### config.mk
export PLATFORM = sky130hd
export DESIGN_NAME = wmrk_fifo_start
export DESIGN_NICKNAME = d
export VERILOG_FILES = /design/src/rtl/wmrk_pkg.sv /design/src/rtl/wmrk_level_cnt.sv /design/src/rtl/wmrk_burst_req.sv /design/src/rtl/wmrk_tx_start.sv /design/src/rtl/wmrk_fifo_start.sv
export SDC_FILE = /design/constraint.sdc
export NUM_CORES = 1
export LEC_CHECK = 0
export BUFFER_PORTS_ARGS = -buffer_cell sky130_fd_sc_hd__buf_4
export CAP_MARGIN = 0
export CORE_AREA = 2 2 88 82
export DETAILED_ROUTE_END_ITERATION = 16
export DIE_AREA = 0 0 90 84
export PLACE_DENSITY = 0.67
export SKIP_LAST_GASP = 1
export SLEW_MARGIN = 0
export SYNTH_ARGS = -nofsm -noshare
export SYNTH_HDL_FRONTEND = slang
export SYNTH_SLANG_ARGS = --single-unit
### constraint.sdc
create_clock -name clk_i -period 6.7 [get_ports clk_i]
set_input_delay 0.335 -clock clk_i [delete_from_list [all_inputs] [get_ports clk_i]]
set_output_delay 0.335 -clock clk_i [all_outputs]
set_load 0.02 [all_outputs]
### src/rtl/wmrk_pkg.sv
package wmrk_pkg;

  typedef enum logic [1:0] {
    TX_IDLE,
    TX_FILL,
    TX_SEND,
    TX_DROP
  } tx_state_e;

  typedef enum logic [1:0] {
    BR_IDLE,
    BR_WAIT,
    BR_BUSY
  } burst_state_e;

  function automatic int unsigned wm_bytes(input logic [1:0] code, input int unsigned step);
    return (32'(code) + 32'd1) * step;
  endfunction

endpackage

### src/rtl/wmrk_level_cnt.sv
module wmrk_level_cnt #(
  parameter int unsigned DEPTH = 128,
  parameter int unsigned LVL_W = $clog2(DEPTH + 1)
) (
  input  logic             clk_i,
  input  logic             rst_ni,
  input  logic             inc_i,
  input  logic             dec_i,
  output logic [LVL_W-1:0] level_o
);

  always_ff @(posedge clk_i or negedge rst_ni) begin
    if (!rst_ni) begin
      level_o <= '0;
    end else if (inc_i && !dec_i) begin
      level_o <= level_o + LVL_W'(1);
    end else if (dec_i && !inc_i) begin
      level_o <= level_o - LVL_W'(1);
    end
  end

endmodule

### src/rtl/wmrk_burst_req.sv
module wmrk_burst_req
  import wmrk_pkg::*;
(
  input  logic clk_i,
  input  logic rst_ni,
  input  logic cond_i,
  input  logic ack_i,
  input  logic done_i,
  output logic req_o
);

  burst_state_e st_q, st_d;

  always_comb begin
    st_d = st_q;
    unique case (st_q)
      BR_IDLE: if (cond_i) st_d = BR_WAIT;
      BR_WAIT: if (ack_i)  st_d = BR_BUSY;
      BR_BUSY: if (done_i) st_d = BR_IDLE;
      default: st_d = BR_IDLE;
    endcase
  end

  always_ff @(posedge clk_i or negedge rst_ni) begin
    if (!rst_ni) st_q <= BR_IDLE;
    else         st_q <= st_d;
  end

  assign req_o = (st_q == BR_WAIT);

endmodule

### src/rtl/wmrk_tx_start.sv
module wmrk_tx_start
  import wmrk_pkg::*;
#(
  parameter int unsigned DEPTH = 128,
  parameter int unsigned LVL_W = $clog2(DEPTH + 1)
) (
  input  logic             clk_i,
  input  logic             rst_ni,
  input  logic [LVL_W-1:0] wm_i,
  input  logic             early_i,
  input  logic             push_i,
  input  logic             push_eof_i,
  input  logic             pop_i,
  input  logic [LVL_W-1:0] level_i,
  output logic             push_ok_o,
  output logic             pop_ok_o,
  output logic             start_o,
  output logic             underrun_o,
  output logic             idle_o,
  output logic             eof_seen_o
);

  tx_state_e        st_q, st_d;
  logic             eof_q, eof_d;
  logic             und_q;
  logic [LVL_W-1:0] thr;
  logic             full, empty, und_now, last_pop;

  // early: bytes written; normal: free space down to wm
  assign thr   = early_i ? wm_i : (LVL_W'(DEPTH) - wm_i);
  assign full  = (level_i == LVL_W'(DEPTH));
  assign empty = (level_i == '0);

  assign und_now   = pop_i && (st_q == TX_SEND) && empty && !eof_q;
  assign push_ok_o = push_i && !full && !eof_q && (st_q != TX_DROP) && !und_now;
  assign pop_ok_o  = pop_i && (st_q == TX_SEND) && !empty;
  assign last_pop  = pop_ok_o && eof_q && (level_i == LVL_W'(1));
  assign start_o   = (st_q == TX_FILL) && (eof_q || (level_i >= thr));

  always_comb begin
    st_d  = st_q;
    eof_d = eof_q;
    unique case (st_q)
      TX_IDLE: begin
        if (push_ok_o) begin
          st_d  = TX_FILL;
          eof_d = push_eof_i;
        end
      end
      TX_FILL: begin
        if (start_o) st_d = TX_SEND;
        if (push_ok_o && push_eof_i) eof_d = 1'b1;
      end
      TX_SEND: begin
        if (und_now) begin
          st_d = TX_DROP;
        end else if (last_pop) begin
          st_d  = TX_IDLE;
          eof_d = 1'b0;
        end else if (push_ok_o && push_eof_i) begin
          eof_d = 1'b1;
        end
      end
      TX_DROP: begin
        if (push_i && push_eof_i) st_d = TX_IDLE;
      end
      default: st_d = TX_IDLE;
    endcase
  end

  always_ff @(posedge clk_i or negedge rst_ni) begin
    if (!rst_ni) begin
      st_q  <= TX_IDLE;
      eof_q <= 1'b0;
      und_q <= 1'b0;
    end else begin
      st_q  <= st_d;
      eof_q <= eof_d;
      und_q <= und_now;
    end
  end

  assign underrun_o = und_q;
  assign idle_o     = (st_q == TX_IDLE);
  assign eof_seen_o = eof_q;

endmodule

### src/rtl/wmrk_fifo_start.sv
module wmrk_fifo_start
  import wmrk_pkg::*;
#(
  parameter int unsigned DEPTH   = 128,
  parameter int unsigned WM_STEP = 8,
  localparam int unsigned LVL_W  = $clog2(DEPTH + 1)
) (
  input  logic             clk_i,
  input  logic             rst_ni,
  input  logic             cfg_we_i,
  input  logic [1:0]       cfg_wmrk_i,
  input  logic             cfg_early_i,
  input  logic             tx_push_i,
  input  logic             tx_push_eof_i,
  input  logic             tx_pop_i,
  input  logic             rx_push_i,
  input  logic             rx_push_eof_i,
  input  logic             rx_pop_i,
  input  logic             rx_pop_eof_i,
  input  logic             tx_dma_ack_i,
  input  logic             tx_dma_done_i,
  input  logic             rx_dma_ack_i,
  input  logic             rx_dma_done_i,
  output logic             tx_dma_req_o,
  output logic             rx_dma_req_o,
  output logic             tx_start_o,
  output logic             tx_underrun_o,
  output logic [LVL_W-1:0] tx_level_o,
  output logic [LVL_W-1:0] rx_level_o
);

  logic [1:0]       wm_pend_q, wm_act_q;
  logic             early_pend_q, early_act_q;
  logic [LVL_W-1:0] wm;
  logic             tx_idle, tx_eof_seen, tx_push_ok, tx_pop_ok;
  logic             rx_push_ok, rx_pop_ok, rx_eof_inc, rx_eof_dec;
  logic [LVL_W-1:0] rx_eof_cnt;
  logic             tx_cond, rx_cond;

  // shadow config, copied to the active set only between tx frames
  always_ff @(posedge clk_i or negedge rst_ni) begin
    if (!rst_ni) begin
      wm_pend_q    <= '0;
      early_pend_q <= 1'b0;
      wm_act_q     <= '0;
      early_act_q  <= 1'b0;
    end else begin
      if (cfg_we_i) begin
        wm_pend_q    <= cfg_wmrk_i;
        early_pend_q <= cfg_early_i;
      end
      if (tx_idle) begin
        wm_act_q    <= wm_pend_q;
        early_act_q <= early_pend_q;
      end
    end
  end

  assign wm = LVL_W'(wm_bytes(wm_act_q, WM_STEP));

  // transmit side
  wmrk_tx_start #(.DEPTH(DEPTH), .LVL_W(LVL_W)) u_tx_start (
    .clk_i      (clk_i),
    .rst_ni     (rst_ni),
    .wm_i       (wm),
    .early_i    (early_act_q),
    .push_i     (tx_push_i),
    .push_eof_i (tx_push_eof_i),
    .pop_i      (tx_pop_i),
    .level_i    (tx_level_o),
    .push_ok_o  (tx_push_ok),
    .pop_ok_o   (tx_pop_ok),
    .start_o    (tx_start_o),
    .underrun_o (tx_underrun_o),
    .idle_o     (tx_idle),
    .eof_seen_o (tx_eof_seen)
  );

  wmrk_level_cnt #(.DEPTH(DEPTH), .LVL_W(LVL_W)) u_tx_level (
    .clk_i   (clk_i),
    .rst_ni  (rst_ni),
    .inc_i   (tx_push_ok),
    .dec_i   (tx_pop_ok),
    .level_o (tx_level_o)
  );

  // receive side
  assign rx_push_ok = rx_push_i && (rx_level_o != LVL_W'(DEPTH));
  assign rx_pop_ok  = rx_pop_i && (rx_level_o != '0);
  assign rx_eof_inc = rx_push_ok && rx_push_eof_i;
  assign rx_eof_dec = rx_pop_ok && rx_pop_eof_i && (rx_eof_cnt != '0);

  wmrk_level_cnt #(.DEPTH(DEPTH), .LVL_W(LVL_W)) u_rx_level (
    .clk_i   (clk_i),
    .rst_ni  (rst_ni),
    .inc_i   (rx_push_ok),
    .dec_i   (rx_pop_ok),
    .level_o (rx_level_o)
  );

  wmrk_level_cnt #(.DEPTH(DEPTH), .LVL_W(LVL_W)) u_rx_eofs (
    .clk_i   (clk_i),
    .rst_ni  (rst_ni),
    .inc_i   (rx_eof_inc),
    .dec_i   (rx_eof_dec),
    .level_o (rx_eof_cnt)
  );

  // burst conditions and request handshakes
  assign tx_cond = ((LVL_W'(DEPTH) - tx_level_o) >= wm) && !tx_eof_seen;
  assign rx_cond = (rx_level_o >= wm) || (rx_eof_cnt != '0);

  wmrk_burst_req u_tx_req (
    .clk_i  (clk_i),
    .rst_ni (rst_ni),
    .cond_i (tx_cond),
    .ack_i  (tx_dma_ack_i),
    .done_i (tx_dma_done_i),
    .req_o  (tx_dma_req_o)
  );

  wmrk_burst_req u_rx_req (
    .clk_i  (clk_i),
    .rst_ni (rst_ni),
    .cond_i (rx_cond),
    .ack_i  (rx_dma_ack_i),
    .done_i (rx_dma_done_i),
    .req_o  (rx_dma_req_o)
  );

endmodule

==> results of run 1 <==
==> synthesized netlist by cell type, types with 3 or more instances <==
master    instances
nand4_1           3
or2_2             3
a211oi_1          4
inv_1            18
xnor2_1          14
a21o_1            5
a21oi_1          15
nor2b_1           8
nor3b_1           6
nand3_1           3
clkbuf_1          6
o21ai_0          28
nor3_1           17
nor2_1           14
xor2_1           10
nand2_1          31
mux2_2            8
nor4_1            4
dfrtp_1          38
ha_1             37
nand2b_1          6
==> final cells by class <==
cell class | count | area, um^2 | area share (%)
Clock buffer | 7 | 86.3 | 2.50
Clock inverter | 1 | 5.00 | 0.145
Inverter | 18 | 67.6 | 1.96
Multi-Input combinational cell | 266 | 1950 | 56.6
Sequential cell | 38 | 951 | 27.6
Tap cell | 93 | 116 | 3.37
Timing Repair Buffer | 36 | 270 | 7.84
==> layer usage <==
metal,share of wire (%),vias to the layer above,wire (um),GRT usage (%)
li1,-,1265,-,-
met1,51,1122,3280,24.5
met2,45,38,2920,29.0
met3,3.1,4,201,2.98
met4,0.74,0,48,5.59
met5,0,-,0,0
==> registers in the layout (all words and copies together), names as in the netlist <==
| signal | cells |
|---|---|
| u_rx_level.level_o | 8 |
| early_pend_q | 1 |
| wm_pend_q | 2 |
| u_rx_eofs.level_o | 8 |
| early_act_q | 1 |
| u_tx_start.st_q | 2 |
| u_tx_start.underrun_o | 1 |
| u_tx_start.eof_seen_o | 1 |
| u_tx_level.level_o | 8 |
| wm_act_q | 2 |
| u_tx_req.st_q | 2 |
| u_rx_req.st_q | 2 |
==> critical path, stage by stage (launching register included) <==
cell     delay, ns
dfrtp_1       0.46
nor3_1        0.32
nand2_1       0.13
o31a_1        0.27
and2_1        0.16
ha_1          0.25
inv_1         0.24
ha_1          0.30
a21oi_1       0.21
o22ai_1       0.14
o41ai_1       0.34
mux2i_1       0.24
o21ai_0       0.10
==> cells by family (layout without fill, tap and decap cells) <==
| family | Yosys count | in the layout | share of synthesized area [%] |
|---|---|---|---|
| simple gates | 109 | 109 | 19.2 |
| xor+xnor | 24 | 24 | 6.97 |
| mux | 10 | 10 | 3.65 |
| other cells | 1 | 1 | 0.124 |
| buf+inv | 28 | 62 | 3.77 |
| compound gates | 83 | 83 | 18.1 |
| fa+ha+maj | 39 | 39 | 16.7 |
| flops | 38 | 38 | 31.5 |
==> stage by stage <==
step | util (%) | power (mW)
after detailed placement | 49.7 | 1.61
final | 51.1 | 1.77
after global placement | 49.7 | 1.57
after global routing | 51.1 | 1.97
after floorplan | - | 1.31
after CTS | 51.1 | 1.78
==> worst max-delay path by stage <==
stage	from	endpoint	cells past startpoint
6_report	u_rx_level.level_o[0]$_DFFE_PN0P_	u_rx_eofs.level_o[7]$_DFFE_PN0P_	12
3_5_place_dp	u_rx_level.level_o[0]$_DFFE_PN0P_	u_rx_eofs.level_o[7]$_DFFE_PN0P_	12
2_1_floorplan	u_rx_level.level_o[0]$_DFFE_PN0P_	u_rx_eofs.level_o[7]$_DFFE_PN0P_	12
3_3_place_gp	u_rx_level.level_o[0]$_DFFE_PN0P_	u_rx_eofs.level_o[7]$_DFFE_PN0P_	12
4_1_cts	u_rx_level.level_o[0]$_DFFE_PN0P_	u_rx_eofs.level_o[7]$_DFFE_PN0P_	12
5_1_grt	u_rx_level.level_o[0]$_DFFE_PN0P_	u_rx_eofs.level_o[7]$_DFFE_PN0P_	12
==> power by group <==
| part | internal (mW) | switching, mW |
|---|---|---|
| logic | 0.520 | 0.584 |
| clock network | 0.0832 | 0.0863 |
| registers | 0.336 | 0.161 |
==> metrics.cfg, run 1 <==
[timing]
max_freq_mhz = 305
fin_crit_sh_pct = 49.0
fin_worst_skew_ns = 0.0112
setup_ws_ns = 3.42
holdWs_ns = 0.00679
setup_tns_ns = 0
rsz0062_at_grt = no
fin_crit_ns = 3.28
tightest_slew_ns = 0.573
drv_slew = 0
setup_violations = 0
max_slew_margin_pct = 61.8
finalHoldViolations = 0

[cts]
clock-sinks = 38
clock_latency_ns = 0.30
post_cts_buffers = 0
hold_buffers = 0
cts_buffers = 5
cts_resized = 0
clkSlewWorstSetupHoldPaths_ns = 0.08
clockBufferDepth = 2
cts-htree-levels = 2
cts_tree = yes
root_buffer = clkbuf_8

[die]
fp-row-count = 29
fp.dieH_um = 84
core_mm2 = 0.00675
die_area_mm2 = 0.00756
initial_core_util_pct = 44.7
die_x_um = 90
pin_count = 37

[global_route]
grt_max_degree = 39
overflow = 0
grt_pass1_vias = 2429
grtUsageTotal_pct = 17.9
grt_first_pass_wirelength_mm = 11.2
antenna_found_initial = 0

[yosys]
synth_top_area_share_pct = 31.5
syn-num-nets = 388
ys_seq_elements = 38
netlist_instances = 332
synth-main-ff-cell = dfrtp_1
synth_enable_flop_cells = 0
synth.yosys.seq_area_share_pct = 31.5
synthArstFlopShare_pct = 100
ys_types = 59
yosys_warnings = 0
avgSynthCellArea_um2 = 9.09
synth_area_leaders = dfrtp_1 (32%), ha_1 (15%), o21ai_0 (4.6%), xnor2_1 (4.1%), nand2_1 (3.9%)
yosysTopAreaCell = dfrtp_1
syn-cell-area_mm2 = 0.00302

[min_path]
hold_path_class = in -> async

[critical_path]
reg2reg_depth = 12
reg2reg_to = u_rx_eofs.level_o[7]$_DFFE_PN0P_
endpoint_kind = register
crit_type = reg -> reg
startpoint_type = register
critPathRequiredTime_ns = 6.87
crit_fanout = 8
regToRegStartpoint = u_rx_level.level_o[0]$_DFFE_PN0P_
r2r_setup_slack_ns = 3.42
cp.arrival_ns = 3.45

[drt]
vias = 2429
drt_pass1_iterations = 4
vias_per_cell = 5.29
drt_first_iter_violations = 79
wl_per_cell_um = 14.1
totalWireLength_mm = 6.45
route.detailed.drc = 0
final_antenna_net_count = 0

[cells_and_area]
layout_common_cells = dfrtp_1 (38), ha_1 (37), buf_4 (36)
finalNonFillerCells = 459
antennaDiodeCount = 0
syn_to_final_growth_pct = 14.3
drive_above_1_share_pct = 16.4
stdcell_area_mm2 = 0.00345
fillCellCount = 641
final_common_cell = dfrtp_1
final_nets = 421

[place]
port_buffers = 36
dpl_cell_area_mm2 = 0.00336
dp_slack_ns = 3.41
gp_congestion = 0.874
hpwl_mm = 4.78
dp_cells = 451

[pwr]
leakagePower_nw = 1.52
peakVddDrop_mv = 0.248
power_density_mw_per_mm2 = 513

[run_status]
status = finished, final reports clean

[job]
max-cap-violations = 0

Note: power is estimated with default switching activity, not from simulation.
==> run 2, diff against run 1 <==
- ABC_AREA: default -> 1
- CORE_AREA: 2 2 88 82 -> 2 2 88 81
- DIE_AREA: 0 0 90 84 -> 0 0 90 83
- PLACE_DENSITY: 0.67 -> 0.7
- clock period: 6.7 -> 2.75 ns (I/O delays scaled with it)
==> run 2 against run 1 <==
Against the previous run:
- final cell count up 19%
- critical endpoint is now u_rx_eofs.level_o[5]$_DFFE_PN0P_
- cell area up 3.3%
- routed wire length up 0.50%
- largest power group unchanged
- clock skew down 0.0023 ns
- critical path depth up 5
- fmax up 25%
- power up 140%
==> metrics.cfg, run 2 <==
[timing]
fin_worst_skew_ns = 0.00892  ; -0.00227 ns
max_slew_margin_pct = 66.5  ; +4.7 points
finalHoldViolations = 0  ; unchanged
tightest_slew_ns = 0.502  ; -0.0709 ns
holdWs_ns = 0.0279  ; +0.0211 ns
fin_crit_sh_pct = 95.2  ; +46 points
fin_crit_ns = 2.62  ; -0.662 ns
rsz0062_at_grt = yes
setup_violations = 0  ; unchanged
max_freq_mhz = 382  ; +25%
drv_slew = 0  ; unchanged

[yosys]
yosys_warnings = 0  ; unchanged
synth_top_area_share_pct = 31.6  ; +0.066 points
ys_seq_elements = 38  ; unchanged
yosys-top-cells-count = nand2_1 (103), inv_1 (50), nor2_1 (39)
ys_types = 34  ; -42%
synth.most_common_cell = nand2_1
yosysTopAreaCell = dfrtp_1
synth.yosys.seq_area_share_pct = 31.6  ; +0.066 points
synthArstFlopShare_pct = 100  ; unchanged
avgSynthCellArea_um2 = 7.38  ; -19%
synth-main-ff-cell = dfrtp_1
syn-cell-area_mm2 = 0.00301  ; -0.21%
netlist_instances = 408  ; +23%
syn-num-nets = 464  ; +20%
synth_area_leaders = dfrtp_1 (32%), ha_1 (15%), nand2_1 (13%), inv_1 (6.2%), nor2_1 (4.9%)
synth_enable_flop_cells = 0  ; unchanged

[cells_and_area]
fillCellCount = 652  ; +1.7%
reg_top3 = u_rx_eofs.level_o (8), u_rx_level.level_o (8), u_tx_level.level_o (8)
seq_area_um2 = 951  ; unchanged
finalNonFillerCells = 544  ; +19%
multi_input_area_mm2 = 0.00188  ; -3.9%
final_nets = 511  ; +21%
syn_to_final_growth_pct = 18.4
final_common_cell = nand2_1
layout_common_cells = nand2_1 (103), inv_1 (46), buf_4 (43)
antennaDiodeCount = 0  ; unchanged
drive_above_1_share_pct = 18.3  ; +1.9 points

[cts]
clock-sinks = 38  ; unchanged
clkSlewWorstSetupHoldPaths_ns = 0.08  ; about the same
cts_tree = yes
root_buffer = clkbuf_8
clockBufferDepth = 2  ; unchanged
clock_latency_ns = 0.29  ; about the same
cts_buffers = 5  ; unchanged
cts-htree-levels = 2  ; unchanged

[drt]
totalWireLength_mm = 6.48  ; +0.50%
final_antenna_net_count = 0  ; unchanged
drt_pass1_iterations = 4  ; unchanged
vias = 2684  ; +10%
vias_per_cell = 4.93  ; -6.8%
drt_first_iter_violations = 97  ; +23%
route.detailed.drc = 0  ; unchanged
wl_per_cell_um = 11.9  ; -15%

[die]
initial_core_util_pct = 46.2  ; +1.5 points
die_x_um = 90  ; unchanged
fp.dieH_um = 83  ; -1.2%
fp-row-count = 28  ; -3.4%
pin_count = 37  ; unchanged
die_area_mm2 = 0.00747  ; -1.2%
core_mm2 = 0.00652  ; -3.4%

[critical_path]
r2r_setup_slack_ns = 0.13  ; -3.29 ns
critPathRequiredTime_ns = 2.93  ; -3.94 ns
crit_type = reg -> reg
regToRegStartpoint = u_rx_level.level_o[3]$_DFFE_PN0P_
startpoint_type = register
reg2reg_to = u_rx_eofs.level_o[5]$_DFFE_PN0P_
cp-endpoint = u_rx_eofs.level_o[5]$_DFFE_PN0P_
worstSetupStartpoint = u_rx_level.level_o[3]$_DFFE_PN0P_
endpoint_kind = register
crit_fanout = 5  ; -3
reg2reg_depth = 17  ; +5
cp.arrival_ns = 2.80  ; -0.65 ns

[global_route]
grtUsageTotal_pct = 18.3  ; +0.41 points
grt_pass1_vias = 2551  ; +5.0%
antenna_found_initial = 0  ; unchanged
overflow = 0  ; unchanged
grt_max_degree = 39  ; unchanged
grt_first_pass_wirelength_mm = 11.4  ; +1.8%

[min_path]
hold_path_class = in -> reg

[run_status]
status = finished, final reports clean

[pwr]
peakVddDrop_mv = 0.533  ; +120%
power_density_mw_per_mm2 = 1190  ; +130%
leakagePower_nw = 1.85  ; +22%

[place]
gp_congestion = 0.911  ; +4.3%
dp_cells = 535  ; +19%
port_buffers = 36  ; unchanged
hpwl_mm = 4.99  ; +4.2%

[job]
max-cap-violations = 0  ; unchanged

## run 2: cell types whose count changed after synthesis, sizes merged, moves of 5 or more
cell    change
nand2      +78
inv        +36
nand3      +27
nor2       +27
nor3       -13
xnor2       -9
nor2b       -8
nand4       +7
nand2b      -6
nor3b       -6
a21o        -5
a21oi       +5
mux2        -5
## run 2: kinds of logic after synthesis
logic type / after synthesis / synth area share (%)
multiplexers: 3 / 1.12
AND/OR/NAND/NOR: 199 / 28.8
AO/OA/AOI/OAI: 55 / 9.93
XOR/XNOR: 14 / 4.07
adder cells (fa/ha/maj): 39 / 16.7
flip-flops: 38 / 31.6
other: 1 / 0.125
buffers and inverters: 59 / 7.61
## run 2: repair_timing
action                                  CTS  global route
hold endpoints to repair                 38             0
pin swaps                                 0             3
hold buffers                              1             0
endpoints found under the setup margin    1             7
setup buffers                             0             2
gates resized for setup                   1            11
## run 2: where the power goes
group / internal (mW) / leakage [nW] / total [mW] / switching, mW
Combinational: 1.13 / 1.35 / 2.72 / 1.60
Sequential: 0.814 / 0.461 / 1.12 / 0.302
Clock: 0.194 / 0.0431 / 0.392 / 0.198
Total: 2.14 / 1.85 / 4.23 / 2.10
## run 2: stage by stage
| stage | power [mW] | utilization [%] | area, um^2 | setup TNS [ns] | worst slack, ns |
|---|---|---|---|---|---|
| after floorplan | 3.02 | - | 3010 | 0 | 0.0474 |
| after global placement | 3.71 | 52.3 | 3410 | 0 | 0.0598 |
| after detailed placement | 3.76 | 52.3 | 3410 | -0.0464 | -0.0464 |
| after global routing | 4.75 | 54.7 | 3560 | -0.188 | -0.0744 |
| final | 4.23 | 54.7 | 3560 | 0 | 0.131 |
| after CTS | 4.18 | 53.7 | 3500 | 0 | 0.00570 |
## run 2: worst min path at each step
stage / from / end / slack [ns] / cells past startpoint
floorplan: rst_ni / early_act_q$_DFFE_PN0N_ / -0.16 / 0
global placement: rst_ni / u_rx_level.level_o[2]$_DFFE_PN0P_ / 0.15 / 1
detailed placement: rst_ni / u_rx_level.level_o[2]$_DFFE_PN0P_ / 0.14 / 1
CTS: tx_dma_done_i / u_tx_req.st_q[1]$_DFFE_PN0P_ / 0.02 / 2
global route: rx_dma_ack_i / u_rx_req.st_q[0]$_DFFE_PN0P_ / 0.02 / 2
finish: tx_dma_done_i / u_tx_req.st_q[1]$_DFFE_PN0P_ / 0.03 / 2
## run 2: final cells by class
type,count,area share (%)
flip-flops and latches,38,26.7
repair buffers,44,9.34
inverters,55,5.86
well taps,90,3.16
multi-input cells,311,52.6
clock buffers,6,2.32
## run 2: critical path: stages (launching register included)
cell and delay, ns:
dfrtp_1 0.41, inv_2 0.08, nand4_1 0.11, nor3_2 0.22, a31oi_1 0.12, and2_1 0.16, ha_2 0.19, inv_4 0.11
ha_4 0.22, a21oi_1 0.15, nand2_1 0.11, nand2_1 0.09, nand2_1 0.05, nand2_1 0.06, nand2_1 0.06, or2_2 0.27
nand3_1 0.07, nand2_1 0.05
## run 2: per-layer routing
metal | vias to the layer above | global-route usage, % | part of all wire (%)
met4 | 0 | 6.99 | 1.4
met5 | - | 0 | 0
met3 | 6 | 3.54 | 4.1
met1 | 1209 | 25.5 | 50
li1 | 1418 | - | -
met2 | 51 | 28.1 | 44
==> run 3, diff against run 2 <==
- ABC_AREA: 1 -> default
- CORE_AREA: 2 2 88 81 -> 2 2 88 82
- DIE_AREA: 0 0 90 83 -> 0 0 90 84
==> run 3 against run 2 <==
Against the previous run:
- critical path depth grew 2
- fmax shrank 3.6%
- power grew 18%
- critical path type unchanged
- clock power shrank 2%
- global-route usage grew 0.58 points
- hold slack gained 0.032 ns
- die area grew 1.2%
- sequential share of layout area shrank 2.5 points
==> metrics.cfg, run 3 (synthesized netlist as in run 1, its figures left out) <==
[pwr]
power_density_mw_per_mm2 = 1270  ; +6.6%
power.total_mw = 5.00  ; +18%
leakagePower_nw = 1.74  ; -6.1%
peakVddDrop_mv = 0.682  ; +28%

[timing]
fin_worst_skew_ns = 0.00441  ; -0.00451 ns
max_freq_mhz = 368  ; -3.6%
rsz0062_at_grt = yes
finalHoldViolations = 0  ; unchanged
drv_slew = 0  ; unchanged
fin_crit_sh_pct = 98.8  ; +3.6 points
fin_crit_ns = 2.72  ; +0.0985 ns
setup_tns_ns = 0  ; unchanged
holdWs_ns = 0.0602  ; +0.0324 ns
tightest_slew_ns = 0.482  ; -0.0206 ns
setup_ws_ns = 0.0327  ; -0.0985 ns
max_slew_margin_pct = 67.5  ; +0.95 points
setup_violations = 0  ; unchanged

[global_route]
overflow = 0  ; unchanged
grt_max_degree = 39  ; unchanged
grt_first_pass_wirelength_mm = 11.9  ; +3.9%
antenna_found_initial = 0  ; unchanged
grt_pass1_vias = 2632  ; +3.2%
grtUsageTotal_pct = 18.9  ; +0.58 points

[place]
hpwl_mm = 5.07  ; +1.6%
dp_slack_ns = -0.127  ; -0.0806 ns
port_buffers = 36  ; unchanged
gp_congestion = 0.817  ; -10%

[cells_and_area]
syn_to_final_growth_pct = 30.8
antennaDiodeCount = 0  ; unchanged
reg_top3 = u_rx_eofs.level_o (8), u_rx_level.level_o (8), u_tx_level.level_o (8)
layout_common_cells = buf_4 (76), dfrtp_1 (35), nand2_1 (30)
final_common_cell = buf_4
final_nets = 462  ; -9.6%
fin_util_pct = 58.5  ; +3.8 points
drive_above_1_share_pct = 31.7  ; +13 points

[critical_path]
critical_path.slowest_cell = dfrtp_2
cp_common_cell = buf_4
cp.arrival_ns = 2.87  ; +0.07 ns
endpoint_kind = register
startpoint_type = register
regToRegStartpoint = u_rx_level.level_o[0]$_DFFE_PN0P_
r2r_setup_slack_ns = 0.03  ; -0.10 ns
reg2reg_to = u_rx_req.st_q[0]$_DFFE_PN0P_
crit_fanout = 2  ; -3
critPathRequiredTime_ns = 2.90  ; -0.03 ns
cp_slowest_stage_delay_ns = 0.39  ; -0.02 ns
crit_type = reg -> reg
path_cells = nor3_4 -> buf_4 -> buf_4 -> buf_4 -> buf_4 -> buf_4 -> buf_4 -> buf_4 -> buf_4 -> buf_4 -> buf_4 -> buf_4 -> buf_4 -> buf_4 -> buf_4 -> nand2_1 -> a21boi_0 -> o21ai_0 -> a221oi_1
reg2reg_depth = 19  ; +2

[cts]
cts_tree = yes
root_buffer = clkbuf_8
clock-sinks = 38  ; unchanged
cts-htree-levels = 2  ; unchanged
clkSlewWorstSetupHoldPaths_ns = 0.07  ; about the same
cts_buffers = 5  ; unchanged
clock_latency_ns = 0.28  ; about the same
clockBufferDepth = 2  ; unchanged

[min_path]
hold_path_class = in -> reg
hold_path.startpoint = rx_dma_ack_i
holdPathStages = 2  ; unchanged
hold_path_end = u_rx_req.st_q[0]$_DFFE_PN0P_

[die]
fp-row-count = 29  ; +3.6%
die_area_mm2 = 0.00756  ; +1.2%
initial_core_util_pct = 44.7  ; -1.5 points
die_x_um = 90  ; unchanged
core_mm2 = 0.00675  ; +3.6%
pin_count = 37  ; unchanged
fp.dieH_um = 84  ; +1.2%

[drt]
wl_per_cell_um = 13.9  ; +17%
totalWireLength_mm = 6.94  ; +7.1%
drt_first_iter_violations = 151  ; +56%
vias_per_cell = 5.30  ; +7.3%
route.detailed.drc = 0  ; unchanged
vias = 2648  ; -1.3%
final_antenna_net_count = 0  ; unchanged
drt_pass1_iterations = 4  ; unchanged

[run_status]
status = finished, final reports clean

[job]
max-cap-violations = 0  ; unchanged

run 3: worst max-delay path by stage:
stage	start	endpoint	slack, ns	depth (start not counted)
detailed placement	u_rx_level.level_o[2]$_DFFE_PN0P_	u_rx_eofs.level_o[7]$_DFFE_PN0P_	-0.13	12
global route	u_rx_level.level_o[3]$_DFFE_PN0P_	u_rx_level.level_o[7]$_DFFE_PN0P_	-0.05	11
CTS	u_rx_level.level_o[0]$_DFFE_PN0P_	u_rx_eofs.level_o[7]$_DFFE_PN0P_	-0.007	12
finish	u_rx_level.level_o[0]$_DFFE_PN0P_	u_rx_req.st_q[0]$_DFFE_PN0P_	0.03	19
global placement	u_rx_level.level_o[2]$_DFFE_PN0P_	u_rx_eofs.level_o[7]$_DFFE_PN0P_	0.02	12
floorplan	u_rx_level.level_o[2]$_DFFE_PN0P_	u_rx_eofs.level_o[7]$_DFFE_PN0P_	-0.03	12
run 3: power by group:
part | switching, mW | internal, mW | total [mW] | leakage (nW)
clock | 0.184 | 0.202 | 0.386 | 0.0482
sequential | 0.299 | 0.826 | 1.13 | 0.459
combinational | 1.76 | 1.72 | 3.49 | 1.23
total | 2.25 | 2.75 | 5.00 | 1.74
run 3: layout make-up:
type	count	area, um^2
multi-input cells	266	2130
repair buffers	77	581
flip-flops and latches	38	955
fillers	582	2800
clock inverters	1	5.00
inverters	18	75.1
well taps	93	116
clock buffers	7	86.3
run 3: what timing repair did:
| item | in CTS | in global routing |
|---|---|---|
| pin swaps | 5 | 5 |
| hold buffers | 1 | 0 |
| setup buffers | 14 | 1 |
| endpoints found under the setup margin | 2 | 7 |
| hold endpoints to repair | 38 | 0 |
| resized for setup | 13 | 22 |
run 3: routing by layer:
metal | GRT usage, % | routed length [um] | vias to the layer above
li1 | - | - | 1346
met1 | 24.3 | 3250 | 1243
met2 | 33.3 | 3410 | 46
met3 | 2.17 | 152 | 13
met4 | 5.73 | 125 | 0
met5 | 0 | 0 | -
run 3: critical path: cells and delay by family (launching register included):
kind                   cells  cell delay (ns)
AO/OA/AOI/OAI              3             0.38
flip-flops                 1             0.39
AND/OR/NAND/NOR            2             0.12
buffers and inverters     14             1.69
run 3: per-stage QoR:
step / instance area, um^2 / instances
2_1_floorplan: 3040 / 332
3_3_place_gp: 3570 / 476
3_5_place_dp: 3570 / 476
4_1_cts: 3840 / 499
5_1_grt: 3950 / 500
6_report: 3950 / 500
